--- config.mk ---
export PLATFORM = sky130hd
export DESIGN_NAME = lookahead_alu_slice
export DESIGN_NICKNAME = d
export VERILOG_FILES = /design/src/rtl/alu_slice_pkg.sv /design/src/rtl/alu_operand_cond.sv /design/src/rtl/alu_carry_chain.sv /design/src/rtl/alu_group_pg.sv /design/src/rtl/lookahead_alu_slice.sv
export SDC_FILE = /design/constraint.sdc
export NUM_CORES = 1
export LEC_CHECK = 0
export BUFFER_PORTS_ARGS = -buffer_cell sky130_fd_sc_hd__buf_2
export CORE_MARGIN = 10
export CORE_UTILIZATION = 25
export DETAILED_ROUTE_END_ITERATION = 12
export PLACE_DENSITY = 0.43
export SYNTH_ARGS = -nofsm -noshare
export SYNTH_HDL_FRONTEND = slang
export SYNTH_SLANG_ARGS = --single-unit
--- constraint.sdc ---
create_clock -name vclk -period 2.6
set_clock_uncertainty 0.05 [all_clocks]
set_input_delay 0.26 -clock vclk [all_inputs]
set_output_delay 0.26 -clock vclk [all_outputs]
set_load 0.005 [all_outputs]
--- src/rtl/alu_slice_pkg.sv ---
package alu_slice_pkg;

  typedef enum logic [2:0] {
    OP_CLEAR   = 3'b000,
    OP_B_SUB_A = 3'b001,
    OP_A_SUB_B = 3'b010,
    OP_ADD     = 3'b011,
    OP_XOR     = 3'b100,
    OP_OR      = 3'b101,
    OP_AND     = 3'b110,
    OP_PRESET  = 3'b111
  } alu_op_e;

  function automatic logic op_is_arith(input alu_op_e op);
    return (op == OP_B_SUB_A) || (op == OP_A_SUB_B) || (op == OP_ADD);
  endfunction

endpackage

--- src/rtl/alu_operand_cond.sv ---
module alu_operand_cond
  import alu_slice_pkg::*;
#(
  parameter int WIDTH = 4
) (
  input  alu_op_e          op_i,
  input  logic [WIDTH-1:0] a_i,
  input  logic [WIDTH-1:0] b_i,
  output logic [WIDTH-1:0] x_o,
  output logic [WIDTH-1:0] y_o
);

  // Invert the subtrahend; the carry input supplies the +1.
  always_comb begin
    unique case (op_i)
      OP_B_SUB_A: begin x_o = ~a_i; y_o = b_i;  end
      OP_A_SUB_B: begin x_o = a_i;  y_o = ~b_i; end
      default:    begin x_o = a_i;  y_o = b_i;  end
    endcase
  end

endmodule

--- src/rtl/alu_carry_chain.sv ---
module alu_carry_chain #(
  parameter int WIDTH = 4
) (
  input  logic [WIDTH-1:0] x_i,
  input  logic [WIDTH-1:0] y_i,
  input  logic             cin_i,
  output logic [WIDTH-1:0] sum_o,
  output logic [WIDTH-1:0] bit_p_o,
  output logic [WIDTH-1:0] bit_g_o,
  output logic             cout_o
);

  localparam int EXT_W = WIDTH + 1;

  logic [WIDTH:0] carry;
  assign carry[0] = cin_i;

  for (genvar i = 0; i < WIDTH; i++) begin : g_bit
    assign bit_p_o[i]  = x_i[i] ^ y_i[i];
    assign bit_g_o[i]  = x_i[i] & y_i[i];
    assign sum_o[i]    = bit_p_o[i] ^ carry[i];
    assign carry[i+1]  = bit_g_o[i] | (bit_p_o[i] & carry[i]);
  end

  assign cout_o = carry[WIDTH];

  logic [EXT_W-1:0] wide_sum;
  assign wide_sum = EXT_W'(x_i) + EXT_W'(y_i) + EXT_W'(cin_i);


  always_comb begin
    chain_sum_chk: assert ({cout_o, sum_o} == wide_sum);
  end

endmodule

--- src/rtl/alu_group_pg.sv ---
module alu_group_pg #(
  parameter int WIDTH = 4
) (
  input  logic [WIDTH-1:0] bit_p_i,
  input  logic [WIDTH-1:0] bit_g_i,
  output logic             grp_p_o,
  output logic             grp_g_o
);

  // Fold from LSB upward: G = g[n] | p[n] & G_below.
  always_comb begin
    grp_p_o = 1'b1;
    grp_g_o = 1'b0;
    for (int i = 0; i < WIDTH; i++) begin
      grp_g_o = bit_g_i[i] | (bit_p_i[i] & grp_g_o);
      grp_p_o = grp_p_o & bit_p_i[i];
    end
  end

  // full propagate and any generate cannot coexist
  always_comb begin
    pg_excl_chk: assert (!(grp_p_o && grp_g_o));
  end

endmodule

--- src/rtl/lookahead_alu_slice.sv ---
module lookahead_alu_slice
  import alu_slice_pkg::*;
#(
  parameter int WIDTH = 4
) (
  input  logic [2:0]       op_sel_i,
  input  logic [WIDTH-1:0] a_i,
  input  logic [WIDTH-1:0] b_i,
  input  logic             cin_i,
  output logic [WIDTH-1:0] res_o,
  output logic             grp_prop_n_o,
  output logic             grp_gen_n_o
);

  alu_op_e op;
  logic    arith;
  assign op    = alu_op_e'(op_sel_i);
  assign arith = op_is_arith(op);

  logic [WIDTH-1:0] opnd_x, opnd_y, sum, bit_p, bit_g;
  logic             chain_cout, grp_p, grp_g;

  alu_operand_cond #(.WIDTH(WIDTH)) u_cond (
    .op_i(op), .a_i(a_i), .b_i(b_i), .x_o(opnd_x), .y_o(opnd_y)
  );

  alu_carry_chain #(.WIDTH(WIDTH)) u_chain (
    .x_i(opnd_x), .y_i(opnd_y), .cin_i(cin_i),
    .sum_o(sum), .bit_p_o(bit_p), .bit_g_o(bit_g), .cout_o(chain_cout)
  );

  alu_group_pg #(.WIDTH(WIDTH)) u_pg (
    .bit_p_i(bit_p), .bit_g_i(bit_g), .grp_p_o(grp_p), .grp_g_o(grp_g)
  );

  always_comb begin
    unique case (op)
      OP_CLEAR:  res_o = '0;
      OP_XOR:    res_o = a_i ^ b_i;
      OP_OR:     res_o = a_i | b_i;
      OP_AND:    res_o = a_i & b_i;
      OP_PRESET: res_o = '1;
      default:   res_o = sum;
    endcase
  end

  // Only arithmetic codes may present a carry to the lookahead unit.
  assign grp_prop_n_o = ~(arith & grp_p);
  assign grp_gen_n_o  = ~(arith & grp_g);

  always_comb begin

    if (op == OP_CLEAR)
      clear_out_chk: assert (res_o == '0 && grp_prop_n_o && grp_gen_n_o);

    if (op == OP_PRESET)
      preset_out_chk: assert (res_o == '1 && grp_prop_n_o && grp_gen_n_o);

    if (!arith)
      pg_idle_chk: assert (grp_prop_n_o && grp_gen_n_o);

    if (arith)
      ext_carry_chk: assert ((!grp_gen_n_o || (!grp_prop_n_o && cin_i)) == chain_cout);
  end

endmodule

==> impl_metrics.py <==
metrics = {
    "status": {
        "run_status": "complete, but fails checks",
        "violations": "setup timing",
    },
    "clock_network": {
        "cts_hold_buf": 0,
    },
    "power": {
        "power.total_w": 0.0001648,
        "ir_worst_vdd_mv": 0.08268,
        "power_density_mw_per_mm2": 204.2,
        "p_leak_nw": 0.3915,
    },
    "synth": {
        "syn-cell-area_um2": 585.6,
        "yosys_warnings": 0,
        "syn_inst": 65,
        "synth_area_per_cell_um2": 9.009,
        "synth_cell_types": 27,
        "syn_nets": 92,
        "ys_seq_area_share_pct": 0,
    },
    "worst_setup_path": {
        "critPathRequiredTime_ns": 2.29,
        "crit_chain": "buf_6 > and2b_4 > nor2b_4 > xnor2_4 > fa_2 > fa_2 > fa_2 > xor2_1 > a32o_1 > buf_2",
        "crit_path_start_kind": "primary input",
        "critPathMaxFanout": 2,
        "critPathBufInv": 2,
        "critPathKind": "primary input to output port",
        "endpoint_kind": "output port",
        "crit_slowest_cell": "fa_2",
        "crit_family": "adder cells",
        "arrival_ns": 2.38,
        "cp_slowest_stage_delay_ns": 0.36,
        "worstSetupPathDepth": 10,
        "cpMostUsedCell": "fa_2",
    },
    "placement": {
        "gp_congestion": 0.7411,
        "place_inst": 117,
        "port_buffers": 18,
        "placed_cell_area_um2": 775.7,
        "place_hpwl_um": 1252,
    },
    "finish": {
        "nFillCells": 247,
        "seq_cell_count": 0,
        "n_antenna_cell": 0,
        "drive_gt1_share_pct": 43.33,
        "fin_cells": 118,
        "final_nets": 119,
        "layout_commonest_cell": "buf_2",
        "finalInstanceArea_um2": 807.0,
        "layout_common_cells": "buf_2 (16), ha_1 (12), buf_4 (10)",
        "seq_area_um2": 0,
        "n_clock_buffer": 0,
        "syn_to_final_growth_pct": 37.82,
    },
    "drt": {
        "firstDrtPassIters": 3,
        "via_per_inst": 4.390,
        "drc": 0,
        "routed_wl_um": 1352,
        "drt_iter0_markers": 3,
        "vias": 518,
        "ant_nets": 0,
        "wl_per_cell_um": 11.46,
    },
    "run": {
        "cap_violations": 0,
    },
    "sta": {
        "whs_ns": 1.016,
        "relSlewSlack_pct": 78.75,
        "fin_crit_sh_pct": 103.5,
        "slew_violations": 0,
        "finalHoldViolCount": 0,
        "fin_ws_ns": -0.09230,
        "rsz0062_at_grt": "true",
        "layout_min_cycle_time_ns": 2.692,
        "tightest_slew_ns": 0.3165,
        "fmax_mhz": 371.4,
        "setup_violations": 2,
    },
    "global_route": {
        "groute.usage.overall_pct": 6.115,
        "grt_pass1_vias": 537,
        "grt_start_max_net_pins": 11,
        "grt_pass1_wl_um": 2352,
        "antenna_found_initial": 0,
        "gr-total-overflow": 0,
    },
    "die": {
        "rows": 17,
        "fp.dieArea_mm2": 0.004678,
        "start_util_pct": 26.47,
        "core_mm2": 0.002212,
        "die_x_um": 68.40,
        "fp.dieH_um": 68.40,
        "ios": 18,
    },
    "min_path": {
        "hp-class": "primary input to output port",
        "whs_path_depth": 6,
    },
}
## cell usage after synthesis
library cell	instances	area share (%)
ha_1	12	26
inv_1	9	5.8
xnor2_1	7	10
buf_6	4	7.7
a31oi_1	3	3.2
fa_1	3	10
nand2_1	3	1.9
nor2_1	2	1.3
nor3_1	2	1.7
o21a_1	2	2.6
o221a_1	2	3.8
a211o_1	1	1.5
a21o_1	1	1.3
a21oi_1	1	0.85
a221o_1	1	1.7
a32o_1	1	1.7
and2_1	1	1.1
and2b_4	1	1.7
nand3_1	1	0.85
nand4_1	1	1.1
nor2b_1	1	1.1
nor2b_4	1	2.3
nor3b_4	1	3.2
o221a_2	1	1.9
or2_1	1	1.1
xnor2_2	1	2.8
xor2_1	1	1.5
## final cells by class
class	count	area (µm²)	share of cell area, %
tap	28	35.03	4.341
timing repair buffer	29	188.9	23.41
multi-input combinational	52	549.3	68.06
inverter	9	33.78	4.186
## metal layers
metal | routed length (µm) | GRT usage (%) | vias up
met3 | 125 | 1.142 | 0
met4 | 0 | 0 | 0
met5 | 0 | 0 | -
li1 | - | - | 277
met1 | 586 | 8.158 | 228
met2 | 640 | 10.48 | 13
## through the flow
| stage | TNS (ns) | setup slack [ns] | util, % |
|---|---|---|---|
| final | -0.1822 | -0.09230 | 36.48 |
| after global routing | -0.3651 | -0.1769 | 36.48 |
| after CTS | -0.2076 | -0.1046 | 35.63 |
| after global placement | -0.2282 | -0.1174 | 35.07 |
| after detailed placement | -0.2499 | -0.1259 | 35.07 |
| after floorplan | -0.05760 | -0.03144 | - |
## kinds of logic after synthesis
group,Yosys count,share of synthesized area (%)
adders and majority gates,15,35.90
and+or+nand+nor,15,17.31
AOI/OAI and AO/OA,13,18.59
buffers and inverters,13,13.46
xor gates and xnor gates,9,14.74
## final timing paths
| check | start | slack, ns | endpoint |
|---|---|---|---|
| worst max-delay path | op_sel_i[1] | -0.09 | res_o[3] |
| worst min-delay path | op_sel_i[1] | 1.02 | grp_gen_n_o |
## power by group
group	internal (W)	leakage [nW]	switching, W
clock	0	0	0
combinational	0.0000926	0.392	0.0000722
sequential	0	0	0
total	0.0000926	0.392	0.0000722
## repair_timing
action	4_1_cts	5_1_grt
setup endpoints to repair	2	2
pin swaps	1	0
buffers inserted	0	1
hold endpoints to repair	0	0
gates resized for setup	2	2
No activity file was read; power rests on OpenSTA's default activity.
